## src/rtl/dma_pkg.sv

```systemverilog
package dma_pkg;

  typedef enum logic [1:0] {
    MODE_SINGLE = 2'd0,
    MODE_BLOCK  = 2'd1,
    MODE_DEMAND = 2'd2,
    MODE_SPARE  = 2'd3
  } xfer_mode_e;

  typedef enum logic [1:0] {
    ST_IDLE = 2'd0,
    ST_HOLD = 2'd1,
    ST_XFER = 2'd2,
    ST_REL  = 2'd3
  } eng_state_e;

endpackage

```

## src/rtl/dma_chan_regs.sv

```systemverilog
module dma_chan_regs
  import dma_pkg::*;
#(
  parameter int AW = 16,
  parameter int CW = 16
) (
  input  logic          clk,
  input  logic          rst_n,
  input  logic          load,
  input  logic [AW-1:0] ld_addr,
  input  logic [CW-1:0] ld_cnt,
  input  xfer_mode_e    ld_mode,
  input  logic          ld_auto,
  input  logic          ld_to_mem,
  input  logic          step,
  output logic [AW-1:0] cur_addr,
  output xfer_mode_e    mode,
  output logic          to_mem,
  output logic          armed,
  output logic          tc_flag,
  output logic          at_tc
);

  logic [AW-1:0] base_addr;
  logic [CW-1:0] base_cnt;
  logic [CW-1:0] cur_cnt;
  logic          auto_en;

  function automatic logic [AW-1:0] addr_next(input logic [AW-1:0] a);
    return a + AW'(1);
  endfunction

  function automatic logic [CW-1:0] cnt_next(input logic [CW-1:0] c);
    return c - CW'(1);
  endfunction

  assign at_tc = (cur_cnt == '0);

  always_ff @(posedge clk or negedge rst_n) begin
    if (!rst_n) begin
      base_addr <= '0;
      base_cnt  <= '0;
      cur_addr  <= '0;
      cur_cnt   <= '0;
      mode      <= MODE_SINGLE;
      auto_en   <= 1'b0;
      to_mem    <= 1'b0;
      armed     <= 1'b0;
      tc_flag   <= 1'b0;
    end else if (load) begin
      base_addr <= ld_addr;
      base_cnt  <= ld_cnt;
      cur_addr  <= ld_addr;
      cur_cnt   <= ld_cnt;
      mode      <= ld_mode;
      auto_en   <= ld_auto;
      to_mem    <= ld_to_mem;
      armed     <= 1'b1;
      tc_flag   <= 1'b0;
    end else if (step) begin
      if (at_tc && auto_en) begin
        cur_addr <= base_addr;
        cur_cnt  <= base_cnt;
      end else begin
        cur_addr <= addr_next(cur_addr);
        cur_cnt  <= cnt_next(cur_cnt);
        if (at_tc) begin
          armed   <= 1'b0;
          tc_flag <= 1'b1;
        end
      end
    end
  end

  AST_TC_DISARMS: assert property (@(posedge clk) disable iff (!rst_n)
    (step && at_tc && !auto_en && !load) |=> (!armed && tc_flag));
  AST_AUTO_RELOAD: assert property (@(posedge clk) disable iff (!rst_n)
    (step && at_tc && auto_en && !load) |=> (cur_addr == base_addr && cur_cnt == base_cnt && armed && !tc_flag));
  AST_ADDR_WRAP: assert property (@(posedge clk) disable iff (!rst_n)
    (step && !at_tc && !load && cur_addr == '1) |=> (cur_addr == '0));

endmodule

```

## src/rtl/dma_prio_arb.sv

```systemverilog
module dma_prio_arb #(
  parameter int NCH = 4,
  localparam int CHW = (NCH > 1) ? $clog2(NCH) : 1
) (
  input  logic [NCH-1:0] req,
  output logic           grant_valid,
  output logic [CHW-1:0] grant_idx
);

  function automatic logic [CHW-1:0] lowest_set(input logic [NCH-1:0] v);
    logic [CHW-1:0] idx;
    idx = '0;
    for (int i = NCH - 1; i >= 0; i--) begin
      if (v[i]) idx = CHW'(i);
    end
    return idx;
  endfunction

  assign grant_valid = |req;
  assign grant_idx   = lowest_set(req);

endmodule

```

## src/rtl/dma_xfer_seq.sv

```systemverilog
module dma_xfer_seq
  import dma_pkg::*;
#(
  parameter int NCH = 4,
  localparam int CHW = (NCH > 1) ? $clog2(NCH) : 1
) (
  input  logic           clk,
  input  logic           rst_n,
  input  logic           pick_valid,
  input  logic [CHW-1:0] pick_idx,
  input  logic           hold_ack,
  input  logic           ready,
  input  xfer_mode_e     act_mode,
  input  logic           act_at_tc,
  input  logic           act_req,
  output logic [CHW-1:0] act_ch,
  output logic           hold_req,
  output logic           bus_oe,
  output logic           step
);

  eng_state_e state;

  function automatic logic keep_bus(input xfer_mode_e m, input logic tc, input logic rq);
    case (m)
      MODE_BLOCK:  return !tc;
      MODE_DEMAND: return !tc && rq;
      default:     return 1'b0;
    endcase
  endfunction

  assign hold_req = (state != ST_IDLE);
  assign bus_oe   = (state == ST_XFER);
  assign step     = bus_oe && ready;

  always_ff @(posedge clk or negedge rst_n) begin
    if (!rst_n) begin
      state  <= ST_IDLE;
      act_ch <= '0;
    end else begin
      case (state)
        ST_IDLE: if (pick_valid) begin
          act_ch <= pick_idx;
          state  <= ST_HOLD;
        end
        ST_HOLD: if (hold_ack) state <= ST_XFER;
        ST_XFER: if (ready) state <= keep_bus(act_mode, act_at_tc, act_req) ? ST_XFER : ST_REL;
        default: state <= ST_IDLE;
      endcase
    end
  end

  AST_BUS_AFTER_HLDA: assert property (@(posedge clk) disable iff (!rst_n)
    $rose(bus_oe) |-> $past(hold_ack));
  AST_READY_FREEZE: assert property (@(posedge clk) disable iff (!rst_n)
    (bus_oe && !ready) |=> (bus_oe && $stable(act_ch)));
  AST_NO_PREEMPT: assert property (@(posedge clk) disable iff (!rst_n)
    (hold_req && $past(hold_req)) |-> $stable(act_ch));
  AST_BLOCK_RUNS: assert property (@(posedge clk) disable iff (!rst_n)
    (step && act_mode == MODE_BLOCK && !act_at_tc) |=> bus_oe);
  AST_SINGLE_RELEASE: assert property (@(posedge clk) disable iff (!rst_n)
    (step && (act_mode == MODE_SINGLE || act_mode == MODE_SPARE)) |=> !bus_oe);
  AST_DEMAND_DROP: assert property (@(posedge clk) disable iff (!rst_n)
    (step && act_mode == MODE_DEMAND && !act_req) |=> !bus_oe);

endmodule

```

## src/rtl/dma_flyby_engine.sv

```systemverilog
module dma_flyby_engine
  import dma_pkg::*;
#(
  parameter int NCH = 4,
  parameter int AW  = 16,
  parameter int CW  = 16,
  localparam int CHW = (NCH > 1) ? $clog2(NCH) : 1
) (
  input  logic           clk,
  input  logic           rst_n,
  input  logic           cfg_we,
  input  logic [CHW-1:0] cfg_ch,
  input  logic [AW-1:0]  cfg_addr,
  input  logic [CW-1:0]  cfg_count,
  input  logic [1:0]     cfg_mode,
  input  logic           cfg_auto,
  input  logic           cfg_to_mem,
  input  logic [NCH-1:0] dreq,
  input  logic           hold_ack,
  input  logic           ready,
  output logic           hold_req,
  output logic           bus_oe,
  output logic [AW-1:0]  bus_addr,
  output logic           mem_rd,
  output logic           mem_wr,
  output logic           io_rd,
  output logic           io_wr,
  output logic [NCH-1:0] dack,
  output logic           eop,
  output logic [NCH-1:0] tc_flags
);

  logic [NCH-1:0] armed_v, attc_v, tomem_v, eligible;
  logic [AW-1:0]  addr_v [NCH];
  xfer_mode_e     mode_v [NCH];
  logic           pick_valid, step;
  logic [CHW-1:0] pick_idx, act_ch;
  logic           act_to_mem;

  for (genvar g = 0; g < NCH; g++) begin : g_ch
    dma_chan_regs #(.AW(AW), .CW(CW)) u_regs (
      .clk       (clk),
      .rst_n     (rst_n),
      .load      (cfg_we && cfg_ch == CHW'(g)),
      .ld_addr   (cfg_addr),
      .ld_cnt    (cfg_count),
      .ld_mode   (xfer_mode_e'(cfg_mode)),
      .ld_auto   (cfg_auto),
      .ld_to_mem (cfg_to_mem),
      .step      (step && act_ch == CHW'(g)),
      .cur_addr  (addr_v[g]),
      .mode      (mode_v[g]),
      .to_mem    (tomem_v[g]),
      .armed     (armed_v[g]),
      .tc_flag   (tc_flags[g]),
      .at_tc     (attc_v[g])
    );
    assign dack[g] = bus_oe && (act_ch == CHW'(g));
  end

  assign eligible = dreq & armed_v;

  dma_prio_arb #(.NCH(NCH)) u_arb (
    .req         (eligible),
    .grant_valid (pick_valid),
    .grant_idx   (pick_idx)
  );

  dma_xfer_seq #(.NCH(NCH)) u_seq (
    .clk        (clk),
    .rst_n      (rst_n),
    .pick_valid (pick_valid),
    .pick_idx   (pick_idx),
    .hold_ack   (hold_ack),
    .ready      (ready),
    .act_mode   (mode_v[act_ch]),
    .act_at_tc  (attc_v[act_ch]),
    .act_req    (dreq[act_ch]),
    .act_ch     (act_ch),
    .hold_req   (hold_req),
    .bus_oe     (bus_oe),
    .step       (step)
  );

  assign act_to_mem = tomem_v[act_ch];
  assign bus_addr   = bus_oe ? addr_v[act_ch] : '0;
  assign mem_wr     = bus_oe &&  act_to_mem;
  assign io_rd      = bus_oe &&  act_to_mem;
  assign mem_rd     = bus_oe && !act_to_mem;
  assign io_wr      = bus_oe && !act_to_mem;
  assign eop        = step && attc_v[act_ch];

  AST_ONE_DACK: assert property (@(posedge clk) disable iff (!rst_n)
    $onehot0(dack));
  AST_STROBE_PAIR: assert property (@(posedge clk) disable iff (!rst_n)
    bus_oe |-> ($countones(dack) == 1 && mem_wr == io_rd && mem_rd == io_wr && mem_wr != mem_rd));
  AST_ADDR_STEP: assert property (@(posedge clk) disable iff (!rst_n)
    (bus_oe && ready && !eop) |=> (!bus_oe || bus_addr == $past(bus_addr) + AW'(1)));
  AST_EOP_IN_XFER: assert property (@(posedge clk) disable iff (!rst_n)
    eop |-> (bus_oe && ready));
  AST_RELEASE_ORDER: assert property (@(posedge clk) disable iff (!rst_n)
    $fell(hold_req) |-> $past(!bus_oe));

endmodule

```

## config.mk

```make
export PLATFORM = sky130hd
export DESIGN_NAME = dma_flyby_engine
export DESIGN_NICKNAME = d
export VERILOG_FILES = /design/src/rtl/dma_pkg.sv /design/src/rtl/dma_chan_regs.sv /design/src/rtl/dma_prio_arb.sv /design/src/rtl/dma_xfer_seq.sv /design/src/rtl/dma_flyby_engine.sv
export SDC_FILE = /design/constraint.sdc
export NUM_CORES = 1
export LEC_CHECK = 0
export BUFFER_PORTS_ARGS = -buffer_cell sky130_fd_sc_hd__buf_2
export CORE_MARGIN = 1
export CORE_UTILIZATION = 45
export DETAILED_ROUTE_END_ITERATION = 8
export HOLD_SLACK_MARGIN = 0.06
export MAX_ROUTING_LAYER = met4
export SLEW_MARGIN = 0
export SYNTH_ARGS = -nofsm -noshare
export SYNTH_HDL_FRONTEND = slang
export SYNTH_HIERARCHICAL = 1
export SYNTH_SLANG_ARGS = --single-unit
```

## constraint.sdc

```tcl
create_clock -name clk -period 4.7 [get_ports clk]
set_input_delay 0.94 -clock clk [delete_from_list [all_inputs] [get_ports clk]]
set_output_delay 0.94 -clock clk [all_outputs]
set_load 0.1 [all_outputs]
```

==> results.ini, run 1 <==
[clocking]
clk_latency_ps=510
cts_hold_buf=0
cts_sinks=284
ctsResizeCount=0
clk_pin_slew_ps=60
cts_max_level=2
postCtsSetupRepairBufs=0
cts_made_buffers=34
cts_tree=yes
root_buffer=clkbuf_16
cts_buffer_depth=3

[synth]
ys_seq_area_frac=0.446
synth.largest_area_cell=dfrtp_1
ys_async_sr_fraction=1.00
synth_nets=1734
ys.flop_type=dfrtp_1
ys_top_cells_by_count=dfrtp_1, o21ai_0, nand2_1
synth_edf_count=0
synth.ff_latch_count=284
yosysWarnings=6
yosysMostFrequentCell=dfrtp_1
yosys-top-cells-area=dfrtp_1, o21ai_0, mux2_2
syn_inst=1669
synth_top_area_frac=0.446
ys_types=72
netlist_area_mm2=0.0159
avgSynthCellArea_um2=9.54

[final_layout]
drive_gt1_frac=0.161
multi_input_area_mm2=0.00796
final_nets=1760
syn2layout_area_growth_pct=11.8
seq_area_mm2=0.00711
n_fill_cell=3220
stdcell_count=2173
antennaDiodeCount=0

[placement]
dp.cells=2114
port_buffers=77
hpwl_mm=33.9
gpl.final_weighted_congestion=0.904

[floorplanning]
core_mm2=0.0347
pin_count=78
die_y_um=190
rows=68
die-width_um=190
initial_core_util=0.459
die-area_mm2=0.0361

[sta]
final-hold-violation-count=0
skew_ps=13.3
rsz0062_at_grt=false
slew_violations=0
setup_tns_ps=0
post-route-period-util=0.871
slew_headroom=0.248
min_period_ps=4090
setup_viol=0
worst_slew_pin_slew_ps=1130
fmax_ghz=0.244

[grt]
grt_pass1_wl_mm=74.6
grt_use_total=0.277
antenna_found_initial=0
grt_overflow_total=0
grt_max_degree=90
grt_pass1_vias=12500

[pwr]
power.density_mw_per_mm2=551
vdd_ir_drop_max_mv=0.751
leakage_uw=0.00751
totalPowerFinal_uw=9800

[worst_setup_path]
end_kind=output pin
crit_top_cell=or4_4
worstPathArrival_ps=3150
max_stage_delay_ps=580
cp_cell_sequence=or4_4 -> or4_4 -> nor2_1 -> mux4_2 -> and2_1 -> buf_2
critPathSlowestCell=or4_4
critPathBufInv=1
worstSetupPathType=register to output pin
worstPathRequired_ps=3760
critPathLaunchType=register
path_delay_family=simple AND/OR/NAND/NOR gates
cp_max_fo=7

[drt]
drcViolationCount=0
wl_mm=48.3
wire_per_inst_um=22.2
first_pass_iters=5
drtAntennaViolNets=0
viasPerCell=6.12
first_iter_violations=1060
vias=13300

[job]
cap_violations=0

[hold_path]
hold_path.class=input port to asynchronous set/reset pin

[outcome]
status=completed

registers in the layout, indices dropped and copies added, names as in the netlist:
name / count
g_ch.u_regs/to_mem: 4
g_ch.u_regs/tc_flag: 4
g_ch.u_regs/mode: 8
g_ch.u_regs/armed: 4
g_ch.u_regs/cur_cnt: 64
g_ch.u_regs/base_cnt: 64
g_ch.u_regs/cur_addr: 64
u_seq/act_ch: 2
u_seq/state: 2
g_ch.u_regs/base_addr: 64
g_ch.u_regs/auto_en: 4
kinds of logic after synthesis:
kind of cell,synth area share
and+or+nand+nor,0.164
AOI/OAI and AO/OA,0.193
DFF,0.446
buffers and inverters,0.0559
muxes,0.107
xor gates and xnor gates,0.0198
adders and majority gates,0.0141
metrics by stage:
stage	util	hold slack (ps)	instance area (µm²)	setup WS (ps)
4_1_cts	0.513	428	17800	580
3_5_place_dp	0.480	467	16700	1120
2_1_floorplan	-	441	15900	398
6_report	0.513	402	17800	608
5_1_grt	0.513	441	17800	515
3_3_place_gp	0.480	454	16700	1190
path summary, 6_finish.rpt:
path | from | to | slack [ps] | depth (start not counted)
min in group clk | g_ch[0].u_regs/armed | g_ch[0].u_regs/armed | 480 | 1
max | g_ch[2].u_regs/cur_cnt[7] | eop | 610 | 6
max in group asynchronous | rst_n | g_ch[0].u_regs/base_addr[8] | 3210 | 2
min reg2reg | g_ch[0].u_regs/armed | g_ch[0].u_regs/armed | 480 | 1
max reg2reg | g_ch[0].u_regs/cur_cnt[0] | g_ch[0].u_regs/cur_cnt[10] | 1750 | 8
min | rst_n | g_ch[3].u_regs/base_addr[13] | 400 | 1
report_power, final:
part / internal, µW / switching, µW
sequential: 3020 / 757
clock: 1690 / 1040
combinational: 1180 / 2110
cells in the final DEF, fill, tap and decap left out, types with 15 or more instances in the layout:
cell type  instances
clkbuf_16         37
nand2_1          145
o21ai_0          191
buf_4             22
inv_1            104
xor2_1            15
nand4_1           22
and2_1            19
mux2_2            83
nand3_1           32
a22oi_1           26
nor3_1            55
a221o_1           22
buf_2             76
and3_1            21
mux2i_1           68
nor4_1            19
a21oi_1           65
xnor2_1           21
dfrtp_1          283
o22ai_1           24
ha_1              18
nor2_1            71
area by class of cell:
class,count,share of cell area
Multi-Input combinational cell,1169,0.447
Tap cell,455,0.0320
Inverter,104,0.0219
Clock inverter,8,0.00660
Clock buffer,51,0.0583
Timing Repair Buffer,102,0.0348
Sequential cell,284,0.399
worst reg2reg max path, cell delays in order, from the launching register on:
cell	delay, ps
dfrtp_1	410
inv_1	90
ha_1	150
nor4b_1	400
nand4_1	680
buf_4	490
o21ai_0	260
a21oi_1	70
a221o_1	270
metal layers:
layer	wire, µm	part of all wire	global-route usage
met1	22200	0.46	0.389
met2	21100	0.44	0.399
met3	3280	0.068	0.0502
met4	1730	0.036	0.100
met5	0	0	-
No activity file was read; power rests on OpenSTA's default activity.
==> run 2, diff against run 1 <==
Settings changed: CORE_UTILIZATION 45 to 35.
==> results.ini, run 2 (synthesized netlist as in run 1, its figures left out) <==
[final_layout]
seq_area_mm2=0.00711
final_common_cell=dfrtp_1
layout_common_cells=dfrtp_1, o21ai_0, nand2_1
n_fill_cell=4391
multi_input_area_mm2=0.00796
final_util=0.403
drive_gt1_frac=0.162
final_nets=1762
syn2layout_area_growth_pct=12.8

[sta]
rsz0062_at_grt=false
post-route-period-util=0.895
setup_viol=0
final-hold-violation-count=0
fmax_ghz=0.238
worst_slew_pin_slew_ps=1200
slew_headroom=0.201
skew_ps=16.2
min_period_ps=4210
setup_tns_ps=0
slew_violations=0

[placement]
gpl.final_weighted_congestion=0.917
port_buffers=77
hpwl_mm=33.6

[clocking]
cts_made_buffers=35
cts_tree=yes
cts_max_level=2
clk_pin_slew_ps=50
cts_sinks=284
root_buffer=clkbuf_16
ctsResizeCount=0
cts_buffer_depth=3
cts_hold_buf=0
clk_latency_ps=540
postCtsSetupRepairBufs=0

[worst_setup_path]
end_kind=output pin
max_stage_delay_ps=760
cp_cell_sequence=inv_1 -> ha_1 -> nand2b_1 -> o22ai_1 -> buf_2
r2r_slack_ps=1630
critPathSlowestCell=o22ai_1
ff2ff_path_depth=8
worstPathArrival_ps=3270
critPathLaunchType=register
critPathBufInv=2
r2r-start=g_ch[1].u_regs/cur_cnt[0]
path_delay_family=compound AO/OA/AOI/OAI gates
r2r_end=g_ch[1].u_regs/cur_addr[8]
cp_max_fo=19
worstSetupPathType=register to output pin
worstPathRequired_ps=3760

[pwr]
leakage_uw=0.00750
vdd_ir_drop_max_mv=0.588
power.density_mw_per_mm2=540

[floorplanning]
initial_core_util=0.358
core_mm2=0.0445
die-area_mm2=0.0464
pin_count=78
die-width_um=215
rows=77
die_y_um=215

[grt]
antenna_found_initial=9
grt_max_degree=97
grt_overflow_total=0
grt_pass1_vias=12600
grt_use_total=0.216
grt_pass1_wl_mm=76.4

[drt]
drcViolationCount=0
wl_mm=48.6
first_pass_iters=5
wire_per_inst_um=21.0
viasPerCell=5.75
vias=13300
first_iter_violations=1511
drtAntennaViolNets=0

[job]
cap_violations=0

[hold_path]
hold_path.class=input port to asynchronous set/reset pin

[outcome]
status=completed

==> run 2: routing by layer <==
layer / up-vias / track usage / share of wire
met5: - / - / 0
met2: 419 / 0.319 / 0.44
met4: 0 / 0.0480 / 0.019
met1: 6662 / 0.306 / 0.47
li1: 6179 / - / -
met3: 73 / 0.0418 / 0.066
==> run 2: final cells by class <==
class                           instances  share of cell area
Inverter                              104              0.0217
Clock inverter                          3            0.000975
Multi-Input combinational cell       1169               0.443
Antenna cell                            9             0.00125
Timing Repair Buffer                  103              0.0343
Tap cell                              592              0.0412
Clock buffer                           54              0.0612
Sequential cell                       284               0.396
==> run 2: how the worst max path moves through the flow <==
stage,depth (start not counted),start,endpoint,slack (ps)
after floorplan,5,u_seq/state[0],bus_addr[0],400
after global placement,6,g_ch[2].u_regs/cur_cnt[7],eop,1130
after detailed placement,6,g_ch[2].u_regs/cur_cnt[7],eop,1110
after CTS,6,g_ch[2].u_regs/cur_cnt[7],eop,560
after global routing,5,u_seq/state[0],bus_addr[6],440
final,5,u_seq/state[0],bus_addr[6],490
==> run 2: worst register-to-register path, delay by kind of cell (launching register included) <==
kind / cells / cell delay, ps
fa+ha+maj: 1 / 180
simple gates: 3 / 1440
compound gates: 2 / 300
flops: 1 / 420
buf+inv: 2 / 620
==> run 2: per-stage QoR <==
stage | hold slack (ps) | total power (µW) | cells | area (µm²) | setup slack [ps]
2_1_floorplan | 441 | 6160 | 1669 | 15900 | 398
3_3_place_gp | 457 | 6950 | 2252 | 16800 | 1130
3_5_place_dp | 465 | 7050 | 2252 | 16800 | 1110
4_1_cts | 468 | 9740 | 2309 | 17900 | 562
5_1_grt | 506 | 10200 | 2317 | 18000 | 438
6_report | 450 | 9700 | 2318 | 18000 | 494
==> run 2: power by group <==
group | leakage, µW | internal (µW) | switching (µW)
clock | 0.000550 | 1600 | 1050
combinational | 0.00351 | 1180 | 2130
sequential | 0.00344 | 3020 | 715
